### config.mk
export PLATFORM = sky130hd
export DESIGN_NAME = remote_operand_buf
export DESIGN_NICKNAME = d
export VERILOG_FILES = /design/src/rtl/rop_pkg.sv /design/src/rtl/rop_entry.sv /design/src/rtl/rop_pick.sv /design/src/rtl/rop_lookup.sv /design/src/rtl/remote_operand_buf.sv
export SDC_FILE = /design/constraint.sdc
export NUM_CORES = 1
export LEC_CHECK = 0
export BUFFER_PORTS_ARGS = -buffer_cell sky130_fd_sc_hd__buf_4
export CAP_MARGIN = 20
export CORE_ASPECT_RATIO = 0.5
export CORE_MARGIN = 8
export CORE_UTILIZATION = 35
export CTS_CLUSTER_SIZE = 24
export DETAILED_ROUTE_END_ITERATION = 10
export MAX_ROUTING_LAYER = met4
export RECOVER_POWER = 50
export SLEW_MARGIN = 20
export SYNTH_ARGS = -nofsm -noshare
export SYNTH_HDL_FRONTEND = slang
export SYNTH_HIERARCHICAL = 1
export SYNTH_SLANG_ARGS = --single-unit
export TNS_END_PERCENT = 10
### constraint.sdc
create_clock -name clk -period 3.25 [get_ports clk]
set_input_delay 0.325 -clock clk [delete_from_list [all_inputs] [get_ports clk]]
set_output_delay 0.325 -clock clk [all_outputs]
set_load 0.005 [all_outputs]
### src/rtl/rop_pkg.sv
package rop_pkg;
  typedef enum logic [1:0] {
    SLOT_FREE = 2'd0,
    SLOT_WAIT = 2'd1,
    SLOT_FULL = 2'd2
  } slot_state_e;
endpackage

### src/rtl/rop_entry.sv
module rop_entry
  import rop_pkg::*;
#(
  parameter int TAG_W  = 6,
  parameter int DATA_W = 16
) (
  input  logic              clk,
  input  logic              rst_n,
  input  logic              alloc_take,
  input  logic [TAG_W-1:0]  alloc_tag,
  input  logic              alloc_sp,
  input  logic              res_valid,
  input  logic [TAG_W-1:0]  res_tag,
  input  logic [DATA_W-1:0] res_data,
  input  logic              rd_take,
  input  logic              cmt_valid,
  input  logic [TAG_W-1:0]  cmt_tag,
  input  logic              flush,
  output logic              e_busy,
  output logic              e_full,
  output logic              e_sp,
  output logic [TAG_W-1:0]  e_tag,
  output logic [DATA_W-1:0] e_data
);
  slot_state_e       st_q;
  logic [TAG_W-1:0]  tag_q;
  logic [DATA_W-1:0] data_q;
  logic              sp_q;
  logic              cmt_q;
  logic              cap_hit;
  logic              cmt_self;
  logic              cmt_other;

  always_comb begin
    cap_hit   = (st_q == SLOT_WAIT) && res_valid && (res_tag == tag_q);
    cmt_self  = (st_q != SLOT_FREE) && sp_q && cmt_valid && (cmt_tag == tag_q);
    cmt_other = (st_q != SLOT_FREE) && sp_q && cmt_q && cmt_valid && (cmt_tag != tag_q);
  end

  always_ff @(posedge clk) begin
    if (!rst_n) begin
      st_q   <= SLOT_FREE;
      tag_q  <= '0;
      data_q <= '0;
      sp_q   <= 1'b0;
      cmt_q  <= 1'b0;
    end else if (alloc_take) begin
      st_q  <= SLOT_WAIT;
      tag_q <= alloc_tag;
      sp_q  <= alloc_sp;
      cmt_q <= 1'b0;
    end else begin
      if (cap_hit) begin
        st_q   <= SLOT_FULL;
        data_q <= res_data;
      end
      if (cmt_self) cmt_q <= 1'b1;
      if (rd_take && !sp_q) st_q <= SLOT_FREE;
      if (cmt_other) st_q <= SLOT_FREE;
      if (flush && !(cmt_q || cmt_self)) st_q <= SLOT_FREE;
    end
  end

  assign e_busy = (st_q != SLOT_FREE);
  assign e_full = (st_q == SLOT_FULL);
  assign e_sp   = sp_q;
  assign e_tag  = tag_q;
  assign e_data = data_q;


  alloc_on_free_chk: assert property (@(posedge clk) disable iff (!rst_n)
    alloc_take |-> (st_q == SLOT_FREE));


  sp_sticky_chk: assert property (@(posedge clk) disable iff (!rst_n)
    ((st_q == SLOT_FULL) && sp_q && !flush && !cmt_valid && !alloc_take)
      |=> (st_q == SLOT_FULL));


  data_hold_chk: assert property (@(posedge clk) disable iff (!rst_n)
    ((st_q == SLOT_FULL) && !alloc_take) |=> (data_q == $past(data_q)));


  single_use_chk: assert property (@(posedge clk) disable iff (!rst_n)
    (rd_take && !sp_q) |=> (st_q == SLOT_FREE));
endmodule

### src/rtl/rop_pick.sv
module rop_pick #(
  parameter int N = 4
) (
  input  logic [N-1:0] free_vec,
  output logic [N-1:0] grant,
  output logic         any_free
);
  always_comb begin
    grant = '0;
    for (int i = N - 1; i >= 0; i--) begin
      if (free_vec[i]) begin
        grant    = '0;
        grant[i] = 1'b1;
      end
    end
  end

  assign any_free = |free_vec;
endmodule

### src/rtl/rop_lookup.sv
module rop_lookup #(
  parameter int E      = 6,
  parameter int TAG_W  = 6,
  parameter int DATA_W = 16
) (
  input  logic [E-1:0]             busy,
  input  logic [E-1:0]             full,
  input  logic [E-1:0]             sp,
  input  logic [E-1:0][TAG_W-1:0]  tags,
  input  logic [E-1:0][DATA_W-1:0] datas,
  input  logic [TAG_W-1:0]         rd_tag,
  input  logic                     res_valid,
  input  logic [TAG_W-1:0]         res_tag,
  input  logic [DATA_W-1:0]        res_data,
  output logic [E-1:0]             match,
  output logic                     hit,
  output logic                     hit_sp,
  output logic [DATA_W-1:0]        data
);
  logic              fwd;
  logic              sel_full;
  logic [DATA_W-1:0] sel_data;

  always_comb begin
    fwd      = res_valid && (res_tag == rd_tag);
    sel_full = 1'b0;
    sel_data = '0;
    hit_sp   = 1'b0;
    for (int i = 0; i < E; i++) begin
      match[i] = busy[i] && (tags[i] == rd_tag);
      if (match[i]) begin
        sel_full = sel_full | full[i];
        sel_data = sel_data | datas[i];
        hit_sp   = hit_sp | sp[i];
      end
    end
    hit  = (|match) && (sel_full || fwd);
    data = sel_full ? sel_data : res_data;
  end
endmodule

### src/rtl/remote_operand_buf.sv
module remote_operand_buf #(
  parameter int NORM_N = 4,
  parameter int SP_N   = 2,
  parameter int TAG_W  = 6,
  parameter int DATA_W = 16
) (
  input  logic              clk,
  input  logic              rst_n,
  input  logic              alloc_valid,
  output logic              alloc_ready,
  input  logic [TAG_W-1:0]  alloc_tag,
  input  logic              alloc_sp,
  input  logic              res_valid,
  input  logic [TAG_W-1:0]  res_tag,
  input  logic [DATA_W-1:0] res_data,
  input  logic              rd_valid,
  output logic              rd_ready,
  input  logic [TAG_W-1:0]  rd_tag,
  output logic [DATA_W-1:0] rd_data,
  input  logic              sp_commit_valid,
  input  logic [TAG_W-1:0]  sp_commit_tag,
  input  logic              flush
);
  localparam int E = NORM_N + SP_N;

  logic [E-1:0]             ent_busy;
  logic [E-1:0]             ent_full;
  logic [E-1:0]             ent_sp;
  logic [E-1:0][TAG_W-1:0]  ent_tag;
  logic [E-1:0][DATA_W-1:0] ent_data;
  logic [E-1:0]             ent_take;
  logic [E-1:0]             rd_match;
  logic [NORM_N-1:0]        gnt_n;
  logic [SP_N-1:0]          gnt_s;
  logic                     any_n;
  logic                     any_s;
  logic                     alloc_fire;
  logic                     rd_fire;
  logic                     rd_hit;
  logic                     rd_hit_sp;

  rop_pick #(.N(NORM_N)) u_pick_norm (
    .free_vec (~ent_busy[NORM_N-1:0]),
    .grant    (gnt_n),
    .any_free (any_n)
  );

  rop_pick #(.N(SP_N)) u_pick_sp (
    .free_vec (~ent_busy[E-1:NORM_N]),
    .grant    (gnt_s),
    .any_free (any_s)
  );

  assign alloc_ready = !flush && (alloc_sp ? any_s : any_n);
  assign alloc_fire  = alloc_valid && alloc_ready;

  rop_lookup #(.E(E), .TAG_W(TAG_W), .DATA_W(DATA_W)) u_lookup (
    .busy      (ent_busy),
    .full      (ent_full),
    .sp        (ent_sp),
    .tags      (ent_tag),
    .datas     (ent_data),
    .rd_tag    (rd_tag),
    .res_valid (res_valid),
    .res_tag   (res_tag),
    .res_data  (res_data),
    .match     (rd_match),
    .hit       (rd_hit),
    .hit_sp    (rd_hit_sp),
    .data      (rd_data)
  );

  assign rd_ready = rd_hit;
  assign rd_fire  = rd_valid && rd_hit;

  for (genvar g = 0; g < E; g++) begin : g_slot
    if (g < NORM_N) begin : g_norm
      assign ent_take[g] = alloc_fire && !alloc_sp && gnt_n[g];
    end else begin : g_sp
      assign ent_take[g] = alloc_fire && alloc_sp && gnt_s[g-NORM_N];
    end

    rop_entry #(.TAG_W(TAG_W), .DATA_W(DATA_W)) u_entry (
      .clk        (clk),
      .rst_n      (rst_n),
      .alloc_take (ent_take[g]),
      .alloc_tag  (alloc_tag),
      .alloc_sp   (alloc_sp),
      .res_valid  (res_valid),
      .res_tag    (res_tag),
      .res_data   (res_data),
      .rd_take    (rd_fire && rd_match[g]),
      .cmt_valid  (sp_commit_valid),
      .cmt_tag    (sp_commit_tag),
      .flush      (flush),
      .e_busy     (ent_busy[g]),
      .e_full     (ent_full[g]),
      .e_sp       (ent_sp[g]),
      .e_tag      (ent_tag[g]),
      .e_data     (ent_data[g])
    );
  end


  consumed_gone_chk: assert property (@(posedge clk) disable iff (!rst_n)
    (rd_fire && !rd_hit_sp && !(alloc_fire && alloc_tag == rd_tag))
      |=> !(rd_ready && rd_tag == $past(rd_tag)));


  flush_leaves_sp_chk: assert property (@(posedge clk) disable iff (!rst_n)
    flush |=> (!rd_ready || rd_hit_sp));
endmodule

Word level (Yosys, flattened, before mapping) --
Index checks and enable logic that the tools add are counted.
Word-level totals: input port bits 48, register bits after elaboration 156
Cells by class: mux-type cells 50, bitwise logic cells 19, eq/ne operators 37, reductions and logical operators 139
Operators with widths (number):
- 6-bit == test | 19
- 16-bit two-way mux | 7
- 1-bit logical AND | 85
- 16-bit OR | 5
- 1-bit two-way mux | 37
- 6-bit inequality test | 6
- 5-bit nonzero test | 6
- 5-bit OR reduction | 6
- 4-bit two-way mux | 4
- 1-bit zero test | 14
- 2-bit OR reduction | 7
- 2-bit by 1-bit == test with 1-bit output (second input constant) | 6
- 2-bit == test (second input constant) | 6
- 2-bit AND reduction | 6
- 2-bit nonzero test | 6
- 1-bit logical OR | 7
- 1-bit NOT | 7
- 6-bit OR reduction | 1
- 1-bit OR | 5
- 2-bit two-way mux | 2
- 4-bit NOT | 1
- 4-bit OR reduction | 1
- 2-bit NOT | 1

Logic depth before layout (Yosys ltp) --
Gate-level depths: netlist (run 1).
depth in word-level cells 22, depth in mapped cells 14, gate-level depth less buffers 11

Modules after synthesis --
The synthesis (run 1) kept the hierarchy.
Modules (own cells, without submodules):
- rop_entry | cells an instance 131, times used 6, area each 1231.2 sq um, sequential area each 520.5 sq um
- rop_lookup | cells an instance 167, times used 1, area each 1343.8 sq um, sequential area each 0.0 sq um
- remote_operand_buf | cells an instance 22, times used 1, area each 133.9 sq um, sequential area each 0.0 sq um
- rop_pick at u_pick_norm | cells an instance 5, times used 1, area each 40.0 sq um, sequential area each 0.0 sq um
- rop_pick at u_pick_sp | cells an instance 3, times used 1, area each 20.0 sq um, sequential area each 0.0 sq um

Worst setup path before layout (run 1) --
No wires, ideal clock.
path kind input to register, from input port rd_tag[1], to register g_slot[0].u_entry.st_q[1], path slack 0.644 ns, arrival time 2.491 ns, setup time 0.116 ns, data required time 3.134 ns, stages 13, cells stage by stage buf_4 -> xor2_1 -> nor4_1 -> a22oi_1 -> and3_1 -> buf_6 -> buf_6 -> a21oi_1 -> and3_1 -> inv_1 -> o221ai_1 -> o41a_1 -> and3b_1
Between the ends: longest elaborated chain between the ends 19
RTL lines:
- from (decl) | line remote_operand_buf.sv:18 | input logic [TAG_W-1:0] rd_tag,
- 6-bit == test | line rop_lookup.sv:30 | match[i] = busy[i] && (tags[i] == rd_tag);
- 1-bit logical AND | line rop_lookup.sv:30
- 1-bit two-way mux | line rop_lookup.sv:31 | if (match[i]) begin
- 1-bit OR | line rop_lookup.sv:32 | sel_full = sel_full | full[i];
- 1-bit two-way mux | line rop_lookup.sv:31
- 1-bit OR | line rop_lookup.sv:32
- 1-bit two-way mux | line rop_lookup.sv:31
- 1-bit OR | line rop_lookup.sv:32
- (+4 left out)
- 1-bit two-way mux | line rop_lookup.sv:31
- 1-bit logical OR | line rop_lookup.sv:37 | hit = (|match) && (sel_full || fwd);
- 1-bit logical AND * | line rop_lookup.sv:37
- named net rd_ready | line remote_operand_buf.sv:17 | output logic rd_ready,
- 1-bit logical AND * | line remote_operand_buf.sv:74 | assign rd_fire = rd_valid && rd_hit;
- 1-bit logical AND * | line remote_operand_buf.sv:92 | .rd_take (rd_fire && rd_match[g]),
- 1-bit logical AND * | line rop_entry.sv:58 | if (rd_take && !sp_q) st_q <= SLOT_FREE;
- 5-bit OR reduction (no line) *
- to (signal assigned) | line rop_entry.sv:58
- to (signal assigned) | line rop_entry.sv:59 | if (cmt_other) st_q <= SLOT_FREE;
- to (signal assigned) | line rop_entry.sv:60 | if (flush && !(cmt_q || cmt_self)) st_q <= SLOT_FREE;
- to (decl) | line rop_entry.sv:25 | slot_state_e st_q;
Mark *: on every way through the listed nets, which the timed path passes. The rest lies on a longest branch. A chain may end at the register's enable or synchronous reset.

Worst setup path in the final report (run 1) --
from register g_slot[3].u_entry.tag_q[4], to output port rd_data[9]
Between the ends: longest elaborated chain between the ends 8
RTL lines:
- from (decl) | line rop_entry.sv:26 | logic [TAG_W-1:0] tag_q;
- from (signal assigned) | line rop_entry.sv:49 | tag_q <= alloc_tag;
- 6-bit == test * | line rop_lookup.sv:30
- 1-bit logical AND * | line rop_lookup.sv:30
- named net rd_match[3] | line remote_operand_buf.sv:32 | logic [E-1:0] rd_match;
- 16-bit two-way mux / 1-bit two-way mux (equally long branches) | line rop_lookup.sv:31
- 16-bit OR / 1-bit OR (equally long branches) | line rop_lookup.sv:33, rop_lookup.sv:32
- 16-bit two-way mux / 1-bit two-way mux (equally long branches) | line rop_lookup.sv:31
- 16-bit OR / 1-bit OR (equally long branches) | line rop_lookup.sv:33, rop_lookup.sv:32
- 16-bit two-way mux / 1-bit two-way mux (equally long branches) | line rop_lookup.sv:31
- 16-bit two-way mux * | line rop_lookup.sv:38 | data = sel_full ? sel_data : res_data;
- to (decl) | line remote_operand_buf.sv:19 | output logic [DATA_W-1:0] rd_data,
Marks and branches as above.

==> flow_summary.json, run 1 <==
{
  "status": "completed",
  "rr_startpoint": "g_slot[4].u_entry/st_q[0]",
  "die_area_um2": 31100,
  "avgSynthCellArea_um2": 9.09,
  "hold_path_depth": 3,
  "overflow": 0,
  "diodes": 0,
  "fin_crit_sh": 0.945,
  "hold_start": "res_data[14]",
  "rr_worst_depth": 8,
  "die_h_um": 129,
  "cap_violations": 0,
  "ant_nets": 0,
  "rsz0062_at_grt": "no",
  "wl_um": 25100,
  "r2r-end": "g_slot[4].u_entry/e_data[15]",
  "core_area_um2": 25100,
  "cts_root_buffer": "clkbuf_16",
  "required_ps": 2920,
  "cts_tree": "built",
  "avgViaCountPerCell": 5.09,
  "drive_gt1_frac": 0.155,
  "startpoint_type": "register",
  "drc": 0,
  "wl_per_cell_um": 18.3,
  "syn_area_um2": 8900,
  "ir_worst_vdd_mv": 0.355,
  "cts.sinks": 156,
  "clk_latency_ps": 440,
  "whs_ps": 180,
  "path_class": "register to output port",
  "fin_nets": 1063,
  "grt_max_degree": 116,
  "io_buffers": 65,
  "yosysWarningCount": 6,
  "place_congestion": 0.899,
  "ctsLongestPathBuffers": 2,
  "cts_hold_buffers": 0,
  "setup_slack_ps": 180,
  "pre_cts_ws_ps": 528,
  "reg2reg_slack_ps": 330,
  "clock.fmax_ghz": 0.326,
  "hold_viol": 0,
  "die_w_um": 241,
  "dp_hpwl_um": 17500,
  "worstPathMaxFanout": 16,
  "worstMarginPinSlew_ps": 1010,
  "post_cts.repair.setup_buffers": 0,
  "track_usage": 0.167,
  "initial_core_util": 0.355,
  "grt_pass1_wl_um": 39300,
  "cts_buffers": 17,
  "critPathCaptureType": "output port",
  "slew-limit-headroom": 0.324,
  "cp.arrival_ps": 2740,
  "htreeDepth": 4,
  "power_density_nw_per_um2": 436,
  "setup_viol": 0,
  "finalCriticalPeriod_ps": 3070,
  "antenna_found_initial": 0,
  "ioPinCount": 66,
  "syn_to_final_growth_pct": 14.5,
  "synthesis.nets": 1027,
  "grt_pass1_vias": 6966,
  "drt-initial-drc-count": 501,
  "setup_tns_ps": 0,
  "vias": 6982,
  "dr.pass1.iters": 5,
  "p_leak_nw": 3.46,
  "postSynthCellCount": 979,
  "min_to": "g_slot[3].u_entry/e_data[14]",
  "skew_ps": 16.7,
  "placementRows": 41,
  "slew_violations": 0,
  "ctsResizeCount": 0,
  "hold_path_class": "primary input to register",
  "clk_pin_slew_worst_paths_ps": 70
}
worst max-delay path by stage:
| stage | start | endpoint | slack, ps | cells past startpoint |
|---|---|---|---|---|
| 4_1_cts | g_slot[3].u_entry/e_tag[3] | rd_data[9] | 140 | 8 |
| 6_report | g_slot[3].u_entry/e_tag[4] | rd_data[9] | 180 | 7 |
| 5_1_grt | g_slot[3].u_entry/e_tag[0] | rd_data[9] | 40 | 8 |
| 3_5_place_dp | rd_tag[4] | g_slot[3].u_entry/st_q[1] | 530 | 12 |
| 3_3_place_gp | rd_tag[1] | g_slot[2].u_entry/st_q[1] | 510 | 12 |
| 2_1_floorplan | rd_tag[1] | g_slot[0].u_entry/st_q[1] | 640 | 13 |
cells in the final DEF, fill, tap and decap left out, types with 3 or more instances in the layout:
cell	instances
nand2_1	222
dfxtp_1	156
mux2i_1	139
xnor2_1	93
buf_4	76
nor2b_1	55
a22oi_1	51
xor2_1	21
inv_1	18
clkbuf_16	17
nand3_1	16
and3b_1	12
mux2_4	9
and3_1	7
nor2_1	7
nand4_1	7
mux2_2	7
and2_0	6
or2_2	6
nand3_2	6
nand4_2	6
nor3_4	6
o211ai_1	6
nand2b_1	6
o221ai_1	6
o41a_1	6
o21bai_1	6
o31ai_1	6
nor4_1	6
o21a_1	6
nor4_2	4
clkbuf_8	3
bufinv_16	3
inv_6	3
clkinv_4	3
or4_1	3
flip-flops by register name (all words and copies together), names as in the netlist:
signal,flops
g_slot.u_entry/e_data,96
g_slot.u_entry/e_tag,36
g_slot.u_entry/st_q,12
g_slot.u_entry/cmt_q,6
g_slot.u_entry/e_sp,6
cell type report:
type	count	area, um^2
sequential	156	3120
fill	2496	14900
clock inverter	11	155
clock buffer	21	470
timing repair buffer	81	619
tap	344	430
multi-input combinational	741	5330
inverter	18	67.6
critical path, cell delays in order (launching register included):
cell and delay [ps]:
dfxtp_1 470, xor2_1 130, nor4_2 550, a22oi_1 180, and3_1 230, buf_4 250
mux2_4 350, buf_4 140
metrics by stage:
step                utilization  total power [W]  cell area, um^2  instances
floorplan                     -          0.00221             8900        979
global placement          0.382          0.00237             9570       1340
detailed placement        0.382          0.00237             9570       1340
CTS                       0.406          0.00449            10200       1372
global route              0.406          0.00461            10200       1372
finish                    0.406          0.00445            10200       1372
per-layer routing:
metal,track usage,part of all wire
met1,0.225,0.50
met2,0.252,0.45
met3,0.0267,0.041
met4,0.0586,0.016
met5,-,0
where the power goes:
part / switching, W / leakage [nW] / internal, W
combinational: 0.000232 / 1.90 / 0.000168
clock: 0.000835 / 0.305 / 0.00128
sequential: 0.0000125 / 1.26 / 0.00192
total: 0.00108 / 3.46 / 0.00337
Power figures use the tool's default switching activity.
==> run 2: changes to the inputs <==
--- a/config.mk
+++ b/config.mk
@@ -7,7 +7,7 @@
 export LEC_CHECK = 0
 export BUFFER_PORTS_ARGS = -buffer_cell sky130_fd_sc_hd__buf_4
 export CAP_MARGIN = 20
-export CORE_ASPECT_RATIO = 0.5
+export CORE_ASPECT_RATIO = 1.25
 export CORE_MARGIN = 8
 export CORE_UTILIZATION = 35
 export CTS_CLUSTER_SIZE = 24
==> constraint.sdc (replaced) <==
create_clock -name clk -period 3.9 [get_ports clk]
set_input_delay 0.39 -clock clk [delete_from_list [all_inputs] [get_ports clk]]
set_output_delay 0.39 -clock clk [all_outputs]
set_load 0.005 [all_outputs]
==> run 2 against run 1 <==
  * Combinational power decreased by 16%
  * Hold slack improved by 79 ps
  * Critical path depth increased by 1
  * Worst setup slack improved by 410 ps
  * Register-to-register slack improved by 260 ps
  * Die area decreased by 0.89%
  * First-iteration DRC count decreased by 12%
  * Clock skew decreased by 7.2 ps
  * Critical path type is now register to register
  * Highest routed layer unchanged
==> flow_summary.json, run 2 (synthesized netlist as in run 1, its figures left out) <==
{
  "layoutNonFillerInstCount": 1362,
  "htreeDepth": 4,
  "cts_hold_buffers": 0,
  "io_buffers": 65,
  "avgViaCountPerCell": 5.10,
  "largest_reg_flops": 96,
  "combPwrFrac": 0.095,
  "layout_commonest_cell": "nand2_1",
  "post_cts.repair.setup_buffers": 0,
  "finalCriticalPeriod_ps": 3310,
  "critPathCaptureType": "register",
  "path_class": "register to register",
  "grt_pass1_wl_um": 39600,
  "p_leak_nw": 3.41,
  "drt-initial-drc-count": 440,
  "ctsResizeCount": 0,
  "grt_pass1_vias": 6817,
  "worstMarginPinSlew_ps": 1460,
  "rsz0062_at_grt": "no",
  "slew-limit-headroom": 0.0286,
  "initial_core_util": 0.354,
  "wl_um": 25600,
  "p_sw_frac": 0.252,
  "die_w_um": 159,
  "placed_area_um2": 9550,
  "clk_latency_ps": 430,
  "slew_violations": 0,
  "hold_path_class": "primary input to register",
  "cp.arrival_ps": 3650,
  "setup_tns_ps": 0,
  "whs_ps": 259,
  "track_usage": 0.171,
  "clk_pin_slew_worst_paths_ps": 70,
  "die_h_um": 194,
  "fin_area_um2": 10100,
  "placed_cells": 1330,
  "cap_violations": 0,
  "syn_to_final_growth_pct": 13.5,
  "drc": 0,
  "most-common-layout-cells": "nand2_1 (222), dfxtp_1 (156), mux2i_1 (139), xnor2_1 (93), buf_4 (74)",
  "core_area_um2": 25100,
  "ctsLongestPathBuffers": 2,
  "placementRows": 65,
  "status": "completed",
  "hold_viol": 0,
  "cts_buffers": 17,
  "overflow": 0,
  "clock.fmax_ghz": 0.302,
  "die_area_um2": 30800,
  "fin_nets": 1062,
  "startpoint_type": "register",
  "diodes": 0,
  "place_congestion": 0.887,
  "p_sw_w": 0.000891,
  "internal_power_w": 0.00265,
  "cts_root_buffer": "clkbuf_16",
  "dr.pass1.iters": 5,
  "vias": 6949,
  "antenna_found_initial": 0,
  "dp_hpwl_um": 17400,
  "fin_crit_sh": 0.849,
  "pwr-share-clk": 0.450,
  "ir_worst_vdd_mv": 0.273,
  "skew_ps": 9.49,
  "power_density_nw_per_um2": 351,
  "setup_viol": 0,
  "cts.sinks": 156,
  "ant_nets": 0,
  "worstPathMaxFanout": 16,
  "n_fill_cell": 2502,
  "p_seq_frac": 0.455,
  "wl_per_cell_um": 18.8,
  "cts_tree": "built",
  "drive_gt1_frac": 0.150,
  "required_ps": 4240,
  "grt_max_degree": 131,
  "ioPinCount": 66
}
==> run 2: changes by cell type in the layout (fill, tap and decap cells not counted), sizes merged <==
cell / previous run / this run
clkbuf: 24 / 26
buf: 78 / 76
clkinvlp: 1 / 3
inv: 21 / 20
bufinv: 3 / 1
==> run 2: per-layer routing <==
metal / vias up / track usage / routed length [um]
met1: 3295 / 0.210 / 11400
met3: 34 / 0.0359 / 1380
met2: 207 / 0.277 / 12400
li1: 3413 / - / -
met4: 0 / 0.0508 / 451
met5: - / - / 0
==> run 2: stage by stage <==
step | util | setup slack (ps) | power [W]
after floorplan | - | 1230 | 0.00184
after global placement | 0.380 | 901 | 0.00198
after detailed placement | 0.380 | 808 | 0.00198
after CTS | 0.402 | 809 | 0.00357
after global routing | 0.402 | 344 | 0.00368
final | 0.402 | 587 | 0.00354
==> run 2: cell type report <==
cell class / instances / area (um^2) / area share
multi-input cells: 741 / 5330 / 0.527
clock inverters: 10 / 90.1 / 0.00892
flip-flops and latches: 156 / 3120 / 0.309
well taps: 335 / 419 / 0.0415
inverters: 18 / 67.6 / 0.00669
clock buffers: 22 / 464 / 0.0460
repair buffers: 80 / 607 / 0.0601
==> run 2: critical path: stages, from the launching register on <==
cell	delay, ps
dfxtp_1	390
or2_2	170
inv_1	50
or2_0	250
and4b_1	220
and2_0	460
nor3_4	310
clkbuf_1	1080
mux2i_1	290
==> run 2: power by group through the flow <==
stage	Clock (W)	Sequential, W	Combinational, W
after floorplan	0	0.00164	0.000197
after global placement	0	0.00165	0.000330
after detailed placement	0	0.00165	0.000334
after CTS	0.00163	0.00161	0.000335
after global routing	0.00170	0.00161	0.000363
final	0.00160	0.00161	0.000336
==> run 2: final timing paths <==
| path | startpoint | endpoint | slack, ps | cells past startpoint |
|---|---|---|---|---|
| hold / removal | res_data[11] | g_slot[3].u_entry/e_data[11] | 260 | 3 |
| setup reg to reg | g_slot[5].u_entry/st_q[0] | g_slot[4].u_entry/e_data[5] | 590 | 8 |
| hold reg to reg | g_slot[0].u_entry/e_data[15] | g_slot[0].u_entry/e_data[15] | 460 | 2 |
| setup / recovery | g_slot[5].u_entry/st_q[0] | g_slot[4].u_entry/e_data[5] | 590 | 8 |
